File: src/rtl/kp_pkg.sv
package kp_pkg;
  typedef enum logic [2:0] {
    ST_IDLE,
    ST_BOUNCE,
    ST_SETTLE,
    ST_SAMPLE,
    ST_HOLD
  } kp_state_e;
endpackage

File: src/rtl/kp_row_sync.sv
module kp_row_sync #(
  parameter int W      = 4,
  parameter int STAGES = 2
) (
  input  logic         clk_i,
  input  logic         rst_ni,
  input  logic [W-1:0] d_i,
  output logic [W-1:0] q_o
);
  logic [STAGES-1:0][W-1:0] q;

  always_ff @(posedge clk_i or negedge rst_ni) begin
    if (!rst_ni) q[0] <= '1;
    else         q[0] <= d_i;
  end

  for (genvar s = 1; s < STAGES; s++) begin : g_stage
    always_ff @(posedge clk_i or negedge rst_ni) begin
      if (!rst_ni) q[s] <= '1;
      else         q[s] <= q[s-1];
    end
  end

  assign q_o = q[STAGES-1];
endmodule

File: src/rtl/kp_down_timer.sv
module kp_down_timer #(
  parameter int TW = 8
) (
  input  logic          clk_i,
  input  logic          rst_ni,
  input  logic          load_i,
  input  logic [TW-1:0] val_i,
  output logic          done_o
);
  logic [TW-1:0] cnt;

  always_ff @(posedge clk_i or negedge rst_ni) begin
    if (!rst_ni)        cnt <= '0;
    else if (load_i)    cnt <= val_i;
    else if (cnt != '0) cnt <= cnt - 1'b1;
  end

  assign done_o = (cnt == '0);
endmodule

File: src/rtl/kp_row_pick.sv
module kp_row_pick #(
  parameter int ROWS = 4,
  localparam int RW  = (ROWS > 1) ? $clog2(ROWS) : 1
) (
  input  logic [ROWS-1:0] rows_i,
  output logic            hit_o,
  output logic [RW-1:0]   idx_o
);
  // lowest-numbered low row wins
  always_comb begin
    idx_o = '0;
    for (int r = ROWS - 1; r >= 0; r--) begin
      if (!rows_i[r]) idx_o = RW'(r);
    end
  end

  assign hit_o = ~&rows_i;
endmodule

File: src/rtl/keypad_scanner.sv
module keypad_scanner
  import kp_pkg::*;
#(
  parameter int ROWS        = 4,
  parameter int COLS        = 4,
  parameter int BOUNCE_CYC  = 100000,
  parameter int SETTLE_CYC  = 4,
  parameter int SYNC_STAGES = 2,
  localparam int KW = $clog2(ROWS * COLS)
) (
  input  logic            clk_i,
  input  logic            rst_ni,
  input  logic [ROWS-1:0] row_i,
  output logic [COLS-1:0] col_o,
  output logic            press_req_o,
  output logic            detect_o,
  output logic [KW-1:0]   key_idx_o,
  output logic            key_valid_o
);
  localparam int CW   = (COLS > 1) ? $clog2(COLS) : 1;
  localparam int RW   = (ROWS > 1) ? $clog2(ROWS) : 1;
  localparam int TMAX = (BOUNCE_CYC > SETTLE_CYC) ? BOUNCE_CYC : SETTLE_CYC;
  localparam int TW   = $clog2(TMAX + 1);
  localparam logic [TW-1:0] BOUNCE_LD = TW'(BOUNCE_CYC - 1);
  localparam logic [TW-1:0] SETTLE_LD = TW'(SETTLE_CYC - 1);
  localparam logic [CW-1:0] COL_LAST  = CW'(COLS - 1);

  kp_state_e       state_q, state_d;
  logic [CW-1:0]   col_q, col_d;
  logic [ROWS-1:0] rows_s;
  logic            any_low;
  logic [RW-1:0]   hit_row;
  logic            t_load, t_done;
  logic [TW-1:0]   t_val;
  logic            report;
  logic            detect_d;
  logic [KW-1:0]   idx_q;
  logic            valid_q, detect_q;

  assign press_req_o = &row_i;

  kp_row_sync #(.W(ROWS), .STAGES(SYNC_STAGES)) u_sync (
    .clk_i  (clk_i),
    .rst_ni (rst_ni),
    .d_i    (row_i),
    .q_o    (rows_s)
  );

  kp_row_pick #(.ROWS(ROWS)) u_pick (
    .rows_i (rows_s),
    .hit_o  (any_low),
    .idx_o  (hit_row)
  );

  kp_down_timer #(.TW(TW)) u_timer (
    .clk_i  (clk_i),
    .rst_ni (rst_ni),
    .load_i (t_load),
    .val_i  (t_val),
    .done_o (t_done)
  );

  always_comb begin
    state_d  = state_q;
    col_d    = col_q;
    t_load   = 1'b0;
    t_val    = SETTLE_LD;
    report   = 1'b0;
    detect_d = 1'b0;
    unique case (state_q)
      ST_IDLE: begin
        if (any_low) begin
          state_d  = ST_BOUNCE;
          t_load   = 1'b1;
          t_val    = BOUNCE_LD;
          detect_d = 1'b1;
        end
      end
      ST_BOUNCE: begin
        if (t_done) begin
          state_d = ST_SETTLE;
          col_d   = '0;
          t_load  = 1'b1;
        end
      end
      ST_SETTLE: begin
        if (t_done) state_d = ST_SAMPLE;
      end
      ST_SAMPLE: begin
        if (any_low) begin
          state_d = ST_HOLD;
          report  = 1'b1;
          t_load  = 1'b1;
          t_val   = BOUNCE_LD;
        end else if (col_q == COL_LAST) begin
          state_d = ST_IDLE;
        end else begin
          state_d = ST_SETTLE;
          col_d   = col_q + 1'b1;
          t_load  = 1'b1;
        end
      end
      ST_HOLD: begin
        // any low row restarts the quiet interval
        if (any_low) begin
          t_load = 1'b1;
          t_val  = BOUNCE_LD;
        end else if (t_done) begin
          state_d = ST_IDLE;
        end
      end
      default: state_d = ST_IDLE;
    endcase
  end

  always_ff @(posedge clk_i or negedge rst_ni) begin
    if (!rst_ni) begin
      state_q  <= ST_IDLE;
      col_q    <= '0;
      idx_q    <= '0;
      valid_q  <= 1'b0;
      detect_q <= 1'b0;
    end else begin
      state_q  <= state_d;
      col_q    <= col_d;
      valid_q  <= report;
      detect_q <= detect_d;
      if (report) idx_q <= KW'(hit_row) * KW'(COLS) + KW'(col_q);
    end
  end

  for (genvar c = 0; c < COLS; c++) begin : g_col
    assign col_o[c] = ((state_q == ST_SETTLE) || (state_q == ST_SAMPLE))
                      ? (col_q != CW'(c)) : 1'b0;
  end

  assign detect_o    = detect_q;
  assign key_idx_o   = idx_q;
  assign key_valid_o = valid_q;
endmodule

File: config.mk
export PLATFORM = sky130hd
export DESIGN_NAME = keypad_scanner
export DESIGN_NICKNAME = d
export VERILOG_FILES = /design/src/rtl/kp_pkg.sv /design/src/rtl/kp_row_sync.sv /design/src/rtl/kp_down_timer.sv /design/src/rtl/kp_row_pick.sv /design/src/rtl/keypad_scanner.sv
export SDC_FILE = /design/constraint.sdc
export NUM_CORES = 1
export LEC_CHECK = 0
export ABC_CLOCK_PERIOD_IN_PS = 1970
export CORE_MARGIN = 2
export CORE_UTILIZATION = 40
export CTS_CLUSTER_DIAMETER = 200
export DETAILED_ROUTE_END_ITERATION = 6
export GPL_TIMING_DRIVEN = 0
export PLACE_DENSITY_LB_ADDON = 0.12
export SETUP_SLACK_MARGIN = 0.4
export SLEW_MARGIN = 40
export SYNTH_ARGS = -nofsm -noshare
export SYNTH_HDL_FRONTEND = slang
export SYNTH_SLANG_ARGS = --single-unit
File: constraint.sdc
create_clock -name clk_i -period 1.97 [get_ports clk_i]
set_input_delay 0.197 -clock clk_i [delete_from_list [all_inputs] [get_ports clk_i]]
set_output_delay 0.197 -clock clk_i [all_outputs]
set_load 0.05 [all_outputs]
After elaboration in Yosys (flattened, before gate mapping):

Index checks and enable logic that the tools add are counted.

* output and inout bits: 11
* logic and storage cells: 70
* bits in registers: 36
* input port bits: 6

* reduce and logical (&&, ||, !) cells: 13
* $add $sub $neg: 3
* multiplexer cells: 31
* eq/ne operators: 15

Operators with widths (count)
* two-way mux 17 bit: 4
* two-way mux 3 bit: 6
* zero test 17 bit: 1
* nonzero test 17 bit: 1
* subtractor 17 x 1 -> 17 bit, second input constant: 1
* two-way mux 2 bit: 8
* one-hot mux 3 bit (5 select lines): 1
* inequality test 2 bit, second input constant: 7
* AND reduction 4 bit: 3
* two-way mux 1 bit: 10
* == test 3 x 2 -> 1 bit, second input constant: 2
* inequality test 2 x 1 -> 1 bit, second input constant: 3
* nonzero test 2 bit: 3
* AND reduction 5 bit: 1
* adder 4 x 2 -> 4 bit: 1
* one-hot mux 2 bit (2 select lines): 1
* == test 3 x 1 -> 1 bit, second input constant: 1
* == test 3 bit, second input constant: 1
* zero test 3 bit: 1
* one-hot mux 1 bit (3 select lines): 1
* OR reduction 3 bit: 1
* adder 2 x 1 -> 2 bit, second input constant: 1
* == test 2 bit, second input constant: 1
* OR reduction 2 bit: 1
* logical OR 1 bit: 1

Longest topological paths before layout:

Gate-level depths: netlist of the first run.

* depth in word-level cells: 5
* depth in mapped cells: 7

Modules after synthesis:

Synthesis of the first run repeated with hierarchy kept, for this count alone.

* cell total of the unflattened synthesis: 188
* area, all modules: 1920.6 um^2

Modules (own cells, without submodules)
* kp_down_timer: instances 1, cells an instance 109, area each 1033.5 um^2, seq. area each 425.4 um^2
* keypad_scanner: instances 1, cells an instance 62, area each 618.1 um^2, seq. area each 275.3 um^2
* kp_row_sync: instances 1, cells an instance 12, area each 240.2 um^2, seq. area each 210.2 um^2
* kp_row_pick: instances 1, cells an instance 5, area each 28.8 um^2, seq. area each 0.0 um^2

Worst setup path after synthesis of the first run:

No wires, ideal clock.

* path type: register to register
* start: register u_timer.cnt[0]
* end: register u_timer.cnt[14]
* library setup time: 0.077 ns
* period minus slack after synthesis: 1.803 ns
* path buffers: 0
* path slack: 0.167 ns
* arrival: 1.725 ns
* stages on the path, launching flop included: 7
* path through: dfrtp_1 -> inv_1 -> ha_1 -> or3b_4 -> a21o_1 -> or4_1 -> a21oi_1

* cells in the longest elaborated chain, start to end: 4

RTL lines
* from (decl): line kp_down_timer.sv:10 `logic [TW-1:0] cnt;`
* from (signal assigned): line kp_down_timer.sv:14 `else if (load_i) cnt <= val_i;`
* from (signal assigned): line kp_down_timer.sv:15 `else if (cnt != '0) cnt <= cnt - 1'b1;`
* branches (longest 4 deep; another with subtractor 17 x 1 -> 17 bit)

Several ways; the timed one is not identified. The select of a mux whose other input is x is not followed.
A chain may end at the register's enable or synchronous reset.

Worst setup path in the final report of the first run:

Ends and elaborated chain as after synthesis.

==> metrics.md, run 1 <==
| Metric | Value |
|---|---|
| Fill count | `381` |
| Worst-Margin Slew | `~0.49 ns` |
| Initial Util | `between 40% and 50%` |
| Synth-to-layout area growth | `35.3%` |
| Flops & latches, synth | `36` |
| Total track usage | `a little under a fifth` |
| Clock sink total | `36` |
| H-tree depth | `2` |
| Share of cells above drive strength 1 | `34.4%` |
| F_max | `roughly 0.54 GHz` |
| Worst-Skew Late Latency | `0.28 ns` |
| Worst path bufs/invs | `1` |
| Die width | `~72 um` |
| Critical path class | `reg -> reg` |
| Worst-path maximum fanout | `4` |
| Layout Nets | `about 230` |
| Synthesized net count | `between 150 and 200` |
| Register area | `around 910 sq um` |
| Worst reg2reg setup slack | `0.13 ns` |
| Final Max Tran Viols | `0` |
| Pin count of the biggest net entering global routing | `20` |
| PD cells | `~540 mW/mm^2` |
| Number of buffers created by CTS | `5` |
| Final Cycle Share | `~94%` |
| Initial DRC count | `108` |
| Multi-input logic area | `slightly above 0.001 sq mm` |
| Crit path max-delay family | `simple AND/OR/NAND/NOR gates` |
| EDFF count, synth | `0` |
| CTS tree | `yes` |
| Post-detail-place hpwl | `around 2.8 mm` |
| Hold_sp | `row_i[1]` |
| Post-synth ARST share | `100%` |
| Inst Count DP | `242` |
| Num rows | `24` |
| Final Non-Filler Cells | `270` |
| # port buffers | `16` |
| Minimum clock period | `around 1.8 ns` |
| Worst r2r path cells | `6` |
| ANT cells | `0` |
| Critical Path RT | `between 2 and 2.5 ns` |
| Maximum capacitance violations | `0` |
| Global-route wire length before repair | `7.48 mm` |
| Post-Syn Area | `0.00182 sq mm` |
| Cell depth of the worst setup path | `6` |
| Static leakage | `1.12 nW` |
| Final hold viol count | `0` |
| Slowest stage cell on the critical path | `or4_4` |
| Crit path launch type | `register` |
| Drt via density | `5.60` |
| Post-DRT Antenna Nets | `0` |
| Setup Skew | `about 0.0075 ns` |
| Post-synthesis sequential area ratio | `around half` |
| Status | `completed` |
| Most common library cell in the layout ignoring fill and taps | `dfrtp_1` |
| Setup crit end | `u_timer.cnt[14]$_DFFE_PN0P_` |
| Unrepaired setup endpoints after global routing | `yes` |
| Yosys cell types | `45` |
| Clk Tree Root Cell | `clkbuf_8` |
| Post-DR wirelength/cell | `16.3 um` |
| Critical R2R Launch | `u_timer.cnt[0]$_DFFE_PN0P_` |
| Relative slew margins | `around two thirds` |
| CP peak stage delay | `0.42 ns` |
| Die Y | `between 70 and 80 um` |
| Max clock buf depth | `2` |
| Initial antenna violation count | `0` |
| Core box area | `roughly 0.0044 sq mm` |
| Worst VDD drop | `approximately 0.35 mV` |
| Total grt overflow | `0` |
| Commonest non-fill, non-tap cells in the layout | `26 x dfrtp_1, 17 x buf_4, 14 x nand2_1` |
| RePlAce Congestion | `roughly 0.8` |
| Pre-Repair DR Iteration Count | `4` |
| Remaining DRCs | `0` |
| CP arrival | `~2 ns` |
| Reg clk slew, reported paths | `roughly 0.07 ns` |
| Final setup vio count | `0` |
| Design Power | `approximately 1.3 mW` |
| Mean Syn Cell Area | `roughly 11 sq um` |
| Crit. End Element | `register` |
| Synth Warn # | `0` |
| Worst min-delay path class | `in -> reg` |
| Vias in the first global route | `between 1500 and 2000` |
| Min Hold Slack | `approximately 0.35 ns` |
| Die area | `roughly 0.0051 sq mm` |
| Ys flop type | `dfrtp_1` |
| Gate Count Post-Synth | `173` |
| I/O pins | `17` |
| Crit path from | `u_timer.cnt[0]$_DFFE_PN0P_` |
| CP Cell Sequence | `inv_2, ha_4, or3b_4, a21o_1, or4_4, a21oi_2` |
| Drt total wl | `between 4 and 5 mm` |
| Worst flop-to-flop path endpoint | `u_timer.cnt[14]$_DFFE_PN0P_` |
| Final core utilization | `~56%` |
| Vias | `about 1500` |
## layout make-up
| class | instances | share of cell area, % |
|---|---|---|
| Sequential cell | 36 | 37.0 |
| Clock inverter | 2 | 0.406 |
| Buffer | 2 | 0.659 |
| Multi-Input combinational cell | 129 | 41.9 |
| Clock buffer | 6 | 3.35 |
| Timing Repair Buffer | 36 | 13.0 |
| Tap cell | 52 | 2.64 |
| Inverter | 7 | 1.06 |
## layer usage
metal	part of all wire (%)	global-route usage, %	up-vias
met4	1.8	6.71	0
met1	46	26.5	735
met3	4.3	3.66	6
met5	0	0	-
met2	48	28.9	40
li1	-	-	731
## per-stage QoR
step / setup WS [ns] / area (sq um) / TNS, ns
floorplan: 0.188 / 1860 / 0
global placement: -0.0722 / 2090 / -1.97
detailed placement: 0.00586 / 2110 / 0
CTS: 0.110 / 2370 / 0
global route: 0.0544 / 2470 / 0
finish: 0.127 / 2470 / 0
## cell usage after synthesis, types with 2 or more instances
| cell type | n | area [sq um] |
|---|---|---|
| a211oi_1 | 2 | 15.0 |
| a211oi_2 | 2 | 25.0 |
| a21o_1 | 4 | 30.0 |
| a21oi_1 | 11 | 55.1 |
| a31oi_1 | 2 | 12.5 |
| and4_1 | 3 | 26.3 |
| dfrtp_1 | 28 | 701 |
| dfstp_2 | 8 | 210 |
| ha_1 | 6 | 75.1 |
| inv_1 | 7 | 26.3 |
| mux2_2 | 2 | 22.5 |
| mux2i_1 | 3 | 30.0 |
| nand2_1 | 14 | 52.6 |
| nand2b_1 | 3 | 18.8 |
| nand3_1 | 4 | 20.0 |
| nand4_1 | 3 | 18.8 |
| nor2_1 | 11 | 41.3 |
| nor3_1 | 3 | 15.0 |
| nor3_2 | 2 | 20.0 |
| nor4_1 | 2 | 12.5 |
| nor4_2 | 3 | 37.5 |
| o211ai_1 | 2 | 15.0 |
| o21a_1 | 2 | 15.0 |
| o21ai_0 | 13 | 65.1 |
| o22ai_1 | 2 | 12.5 |
| o31ai_1 | 3 | 22.5 |
| or3_1 | 4 | 25.0 |
| or3b_1 | 2 | 17.5 |
| xnor2_1 | 2 | 17.5 |
| xor2_1 | 5 | 43.8 |
## state kept, by name (all words and copies together) (netlist names)
name,flops
u_sync.q,4
state_q,3
col_q,2
key_idx_o,4
u_sync.q_o,4
detect_o,1
key_valid_o,1
u_timer.cnt,17
## worst register-to-register path: cells and delay by family (launching register included)
kind / cells / cell delay [ns]
AOI/OAI and AO/OA: 2 / 0.31
adders and majority gates: 1 / 0.16
buffers and inverters: 1 / 0.10
DFF: 1 / 0.40
and+or+nand+nor: 2 / 0.80
## cell families after synthesis
group | after synthesis | share of synthesized area (%)
adders and majority gates | 6 | 4.12
xor gates and xnor gates | 7 | 3.36
muxes | 5 | 2.88
buffers and inverters | 9 | 1.92
AOI/OAI and AO/OA | 46 | 16.0
and+or+nand+nor | 64 | 21.8
DFF | 36 | 49.9
## worst min path at each step
stage	endpoint	slack (ns)	cells past startpoint
after floorplan	col_q[0]$_DFFE_PN0P_	-0.1	0
after global placement	u_sync.q_o[0]$_DFF_PN1_	0.35	0
after detailed placement	key_idx_o[0]$_DFFE_PN0P_	0.18	1
after CTS	u_sync.q[1]$_DFF_PN1_	0.34	1
after global routing	u_sync.q[1]$_DFF_PN1_	0.35	1
final	u_sync.q[1]$_DFF_PN1_	0.35	1
## report_power, final
| part | total [mW] | internal, mW | switching, mW |
|---|---|---|---|
| combinational | 0.0412 | 0.0183 | 0.0228 |
| sequential | 0.759 | 0.754 | 0.00553 |
| clock | 0.537 | 0.279 | 0.258 |
| total | 1.34 | 1.05 | 0.287 |
## repair_timing
| item | CTS | global route |
|---|---|---|
| setup endpoints to repair | 33 | 27 |
| setup buffers | 12 | 5 |
| resized for setup | 44 | 21 |
| hold buffers | 1 | 0 |
| pin swaps | 6 | 9 |
| gates cloned | 1 | 1 |
| hold endpoints to repair | 17 | 0 |
(Power assumes the default switching activity.)
==> inputs of run 2 (changes only) <==
CELL_PAD_IN_SITES_DETAIL_PLACEMENT = 2   (was default)
CELL_PAD_IN_SITES_GLOBAL_PLACEMENT = 2   (was default)
CORE_UTILIZATION = 37   (was 40)
==> run 2 against run 1 <==
Net effect:
- the flow now finishes with violations (setup timing)
- clock-buffer cell count stayed put
- wire length is 51% higher
- first-iteration DRC count is 16% lower
- via count is 9.7% higher
- critical path depth is 1 higher
- worst hold slack worse by 0.012 ns
- non-clock buffer count is 8 higher
==> metrics.md, run 2 (same netlist as run 1, synthesis figures left out) <==
| Metric | Value |
|---|---|
| Failing checks | `setup timing` |
| Met3 global-route usage | `just over 4%` |
| Critical R2R Launch | `u_timer.cnt[3]$_DFFE_PN0P_` |
| Remaining DRCs | `0` |
| Worst-Skew Late Latency | `slightly below 0.3 ns` |
| Static leakage | `1.17 nW` |
| Minimum clock period | `just under 2 ns` |
| Share of cells above drive strength 1 | `38.9%` |
| GRT met2 Usage | `36.5%` |
| Critical Path RT | `2.12 ns` |
| Number of buffers created by CTS | `5` |
| Drt total wl | `approximately 6.6 mm` |
| Global-route wire length before repair | `a little under 9 mm` |
| Pin count of the biggest net entering global routing | `21` |
| F_max | `~0.51 GHz` |
| Commonest non-fill, non-tap cells in the layout | `27 x buf_4, 23 x dfrtp_1, 13 x nand2_1, 13 x o21ai_0, 10 x nor2_1` |
| PD cells | `around 530 mW/mm^2` |
| Initial DRC count | `about 90` |
| Min Hold Slack | `0.334 ns` |
| Relative slew margins | `between 60% and 70%` |
| Final Non-Filler Cells | `293` |
| Final hold viol count | `0` |
| Total grt overflow | `0` |
| Final core utilization | `54.8%` |
| Vias | `between 1500 and 2000` |
| Hold_sp | `row_i[2]` |
| Num rows | `25` |
| Setup WS post-layout | `-0.00475 ns` |
| Crit path launch type | `register` |
| Crit. End Element | `register` |
| Worst reg2reg setup slack | `-0.005 ns` |
| Post-DP Area | `~0.0021 sq mm` |
| # port buffers | `16` |
| Final Cell Area | `0.00259 sq mm` |
| Inst Count DP | `about 260` |
| Layout Nets | `about 240` |
| Clk Tree Root Cell | `clkbuf_8` |
| Initial Util | `38.6%` |
| H-tree depth | `2` |
| Vias in the first global route | `about 1600` |
| CP arrival | `2.13 ns` |
| CP peak stage delay | `0.53 ns` |
| Worst min-delay path class | `in -> reg` |
| Worst flop-to-flop path endpoint | `u_timer.cnt[5]$_DFFE_PN0P_` |
| Worst-path maximum fanout | `8` |
| Grt met1 use | `around 28%` |
| Initial antenna violation count | `0` |
| Status | `complete, but fails checks` |
| Synth-to-layout area growth | `42.0%` |
| Drt via density | `5.66` |
| Setup Skew | `about 0.0045 ns` |
| End of the worst hold path | `u_sync.q[2]$_DFF_PN1_` |
| Final Cycle Share | `100%` |
| Die Y | `~74 um` |
| Post-DRT Antenna Nets | `0` |
| Maximum capacitance violations | `0` |
| RePlAce Congestion | `0.780` |
| CP Cell Sequence | `nor4b_4, buf_4, nand4_4, buf_8, buf_4, a31oi_1, a211oi_1` |
| Crit path from | `u_timer.cnt[3]$_DFFE_PN0P_` |
| I/O pins | `17` |
| Unrepaired setup endpoints after global routing | `yes` |
| Slowest stage cell on the critical path | `dfrtp_1` |
| Reg clk slew, reported paths | `about 0.080 ns` |
| CP most frequent cell | `buf_4` |
| GRT Max-Usage Layer | `met2` |
| Clock sink total | `36` |
| Pre-Repair DR Iteration Count | `4` |
| Die width | `74.2 um` |
| CTS tree | `yes` |
| Post-DR wirelength/cell | `between 20 and 25 um` |
| Max clock buf depth | `2` |
| Worst-Margin Slew | `approximately 0.50 ns` |
| Worst r2r path cells | `7` |
| Total track usage | `a little over a fifth` |
| Worst VDD drop | `about 0.37 mV` |
| Most flop-heavy register | `u_timer.cnt` |
| ANT cells | `0` |
| Critical path class | `reg -> reg` |
| Die area | `between 0.005 and 0.006 sq mm` |
| Core box area | `roughly 0.0047 sq mm` |
| Final setup vio count | `1` |
| Max FFs per register | `17` |
| Post-detail-place hpwl | `3.60 mm` |
| Most common library cell in the layout ignoring fill and taps | `buf_4` |
| Final Max Tran Viols | `0` |
| Hold path depth | `1` |
-- run 2: cell type report --
class / count / area [sq um]
well taps: 67 / 83.8
clock buffers: 6 / 82.6
plain buffers: 2 / 22.5
multi-input cells: 129 / 1060
flip-flops and latches: 36 / 917
inverters: 7 / 28.8
repair buffers: 44 / 383
clock inverters: 2 / 15.0
fillers: 465 / 2130
-- run 2: worst max-delay path, delay by kind of cell, from the launching register on --
family	cells	cell delay (ns)
AND/OR/NAND/NOR	2	0.51
flip-flops	1	0.53
buffers and inverters	3	0.54
AO/OA/AOI/OAI	2	0.24
-- run 2: power by group --
part / internal [mW] / switching (mW)
Combinational: 0.0189 / 0.0240
Clock: 0.283 / 0.286
Sequential: 0.753 / 0.00631
Total: 1.06 / 0.316
-- run 2: stage by stage --
stage / setup TNS, ns / setup slack (ns) / total power [mW]
floorplan: 0 / 0.188 / 0.778
global placement: -3.20 / -0.115 / 0.806
detailed placement: -0.0585 / -0.0301 / 0.814
CTS: 0 / 0.0531 / 1.39
global route: -0.261 / -0.0907 / 1.42
finish: -0.00475 / -0.00475 / 1.37
-- run 2: how the worst max path moves through the flow --
stage | to | slack, ns | depth (start not counted)
final | u_timer.cnt[5]$_DFFE_PN0P_ | -0.005 | 7
after global routing | u_timer.cnt[5]$_DFFE_PN0P_ | -0.09 | 7
after CTS | u_timer.cnt[14]$_DFFE_PN0P_ | 0.05 | 6
after detailed placement | col_o[2] | -0.03 | 4
after global placement | u_timer.cnt[4]$_DFFE_PN0P_ | -0.12 | 1
after floorplan | u_timer.cnt[14]$_DFFE_PN0P_ | 0.19 | 6
-- run 2: metal layers --
metal | vias to the layer above | part of all wire [%]
li1 | 745 | -
met1 | 861 | 42
met2 | 40 | 53
met3 | 12 | 2.6
met4 | 0 | 1.9
met5 | - | 0
-- run 2: what timing repair did --
action,in CTS,in global routing
pin swaps,8,14
gates cloned,1,0
hold endpoints to repair,16,0
hold buffers,1,0
buffers inserted,3,23
endpoints found under the setup margin,33,28
gates resized for setup,42,32
==> inputs of run 3 (changes only) <==
ABC_CLOCK_PERIOD_IN_PS = 1590   (was 1970)
CORE_UTILIZATION = 33   (was 37)
TNS_END_PERCENT = 1   (was default)
clock period = 1.59 ns   (was 1.97 ns; I/O delays follow)
==> run 3 against run 2 <==
Net effect:
- largest cell class unchanged
- the flow still finishes with violations (setup timing)
- die area grew 11%
- global-route usage shrank 1.6 points
- sequential power grew 24%
==> metrics.md, run 3 (same netlist as run 1, synthesis figures left out) <==
| Metric | Value |
|---|---|
| CP Cell Sequence | `inv_2, ha_4, or3b_4, a21o_1, or4_4, a21oi_2` |
| Worst r2r path cells | `6` |
| Core box area | `between 0.005 and 0.006 sq mm` |
| Worst VDD drop | `0.454 mV` |
| Number of buffers created by CTS | `5` |
| Critical path class | `reg -> reg` |
| Initial Util | `between 30% and 40%` |
| Status | `complete, but fails checks` |
| Die width | `78.4 um` |
| Drt total wl | `5.47 mm` |
| Final setup vio count | `22` |
| Worst reg2reg setup slack | `-0.34 ns` |
| Commonest non-fill, non-tap cells in the layout | `27 x dfrtp_1, 14 x buf_4, 13 x o21ai_0` |
| Final hold viol count | `0` |
| Reg clk slew, reported paths | `about 0.080 ns` |
| Critical R2R Launch | `u_timer.cnt[1]$_DFFE_PN0P_` |
| Design Power | `approximately 1.7 mW` |
| Layout Nets | `about 230` |
| Max clock buf depth | `2` |
| ANT cells | `0` |
| Setup crit end | `u_timer.cnt[14]$_DFFE_PN0P_` |
| CP peak stage delay | `about 0.42 ns` |
| Maximum capacitance violations | `0` |
| F_max | `0.519 GHz` |
| RePlAce Congestion | `~0.8` |
| PD cells | `694 mW/mm^2` |
| Minimum clock period | `around 1.9 ns` |
| Vias in the first global route | `about 1800` |
| CTS tree | `yes` |
| Worst flop-to-flop path endpoint | `u_timer.cnt[14]$_DFFE_PN0P_` |
| Setup WS post-layout | `-0.337 ns` |
| Die area | `about 0.0061 sq mm` |
| Clock sink total | `36` |
| Post-DRT Antenna Nets | `0` |
| Final Cycle Share | `121%` |
| Synth-to-layout area growth | `35.8%` |
| Initial antenna violation count | `0` |
| Crit path from | `u_timer.cnt[1]$_DFFE_PN0P_` |
| Post-DR wirelength/cell | `roughly 19 um` |
| Num rows | `27` |
| Unrepaired setup endpoints after global routing | `yes` |
| Share of cells above drive strength 1 | `36.7%` |
| Crit path launch type | `register` |
| Pin count of the biggest net entering global routing | `20` |
| Most flop-heavy register | `u_timer.cnt` |
| Initial DRC count | `73` |
| # port buffers | `16` |
| Final Max Tran Viols | `0` |
| Setup Skew | `around 0.0084 ns` |
| Worst-path maximum fanout | `3` |
| Total grt overflow | `0` |
| Global-route wire length before repair | `between 9 and 10 mm` |
| Worst min-delay path class | `in -> reg` |
| Inst Count DP | `between 200 and 300` |
| Critical Path RT | `between 1.5 and 2 ns` |
| Final core utilization | `45.8%` |
| Final Non-Filler Cells | `about 290` |
| Crit. End Element | `register` |
| Slowest stage cell on the critical path | `or4_4` |
| Failing checks | `setup timing` |
| Die Y | `about 78 um` |
| Worst-Margin Slew | `roughly 0.44 ns` |
| Static leakage | `1.11 nW` |
| Drt via density | `roughly 5.5` |
| Most common library cell in the layout ignoring fill and taps | `dfrtp_1` |
| Worst-Skew Late Latency | `0.30 ns` |
| H-tree depth | `2` |
| I/O pins | `17` |
| Fill count | `568` |
| Post-detail-place hpwl | `around 3.8 mm` |
| Relative slew margins | `between 70% and 80%` |
| Total track usage | `between 10% and 20%` |
| Remaining DRCs | `0` |
| Clk Tree Root Cell | `clkbuf_8` |
| Vias | `1579` |
| CP arrival | `between 2 and 2.5 ns` |
| Pre-Repair DR Iteration Count | `4` |
| Max FFs per register | `17` |
==> run 3: changes by cell type in the layout (fill, tap and decap cells not counted), moves of 3 or more <==
| cell | previous run | this run |
|---|---|---|
| buf_4 | 27 | 14 |
| buf_2 | 1 | 8 |
| dlygate4sd2_1 | 6 | 0 |
| dfrtp_1 | 23 | 27 |
| dfrtp_2 | 5 | 1 |
| buf_6 | 3 | 6 |
==> run 3: routing by layer <==
metal / wire length (um) / global-route usage (%)
met2: 2920 / 33.6
met4: 70 / 6.32
met5: 0 / 0
met1: 2310 / 24.3
met3: 159 / 4.14
==> run 3: worst min-delay path by stage <==
stage / start / cells after the start / end / slack [ns]
2_1_floorplan: rst_ni / 0 / col_q[0]$_DFFE_PN0P_ / -0.14
3_3_place_gp: u_sync.q[0]$_DFF_PN1_ / 0 / u_sync.q_o[0]$_DFF_PN1_ / 0.35
3_5_place_dp: rst_ni / 1 / state_q[1]$_DFFE_PN0P_ / 0.13
4_1_cts: row_i[2] / 1 / u_sync.q[2]$_DFF_PN1_ / 0.28
5_1_grt: row_i[2] / 1 / u_sync.q[2]$_DFF_PN1_ / 0.27
6_report: row_i[2] / 1 / u_sync.q[2]$_DFF_PN1_ / 0.28
==> run 3: cell type report <==
type / count / area [sq um] / area share, %
plain buffers: 2 / 16.3 / 0.657
clock buffers: 6 / 82.6 / 3.33
clock inverters: 2 / 15.0 / 0.606
inverters: 7 / 26.3 / 1.06
multi-input cells: 128 / 1040 / 41.8
flip-flops and latches: 36 / 912 / 36.8
well taps: 72 / 90.1 / 3.64
repair buffers: 34 / 299 / 12.1
==> run 3: power breakdown <==
part	internal (mW)	switching [mW]	total, mW
Sequential	0.934	0.00692	0.941
Combinational	0.0263	0.0302	0.0565
Clock	0.351	0.371	0.722
==> run 3: worst max-delay path, delay by kind of cell (launching register included) <==
family / cells / cell delay, ns
compound gates: 2 / 0.35
simple gates: 2 / 0.82
flops: 1 / 0.41
fa+ha+maj: 1 / 0.16
buf+inv: 1 / 0.12
==> run 3: through the flow <==
| stage | TNS, ns | area (sq um) | setup slack (ns) | hold slack, ns |
|---|---|---|---|---|
| 2_1_floorplan | -1.29 | 1830 | -0.192 | -0.137 |
| 3_3_place_gp | -23.91 | 2080 | -0.527 | 0.346 |
| 3_5_place_dp | -11.61 | 2100 | -0.571 | 0.131 |
| 4_1_cts | -2.97 | 2390 | -0.277 | 0.278 |
| 5_1_grt | -6.02 | 2480 | -0.384 | 0.271 |
| 6_report | -4.43 | 2480 | -0.337 | 0.285 |
==> run 3: what timing repair did <==
action / 4_1_cts / 5_1_grt
endpoints found under the hold margin: 9 / 2
hold buffers: 1 / 2
pin swaps: 12 / 7
setup buffers: 10 / 4
gates resized for setup: 89 / 14
setup endpoints to repair: 39 / 34
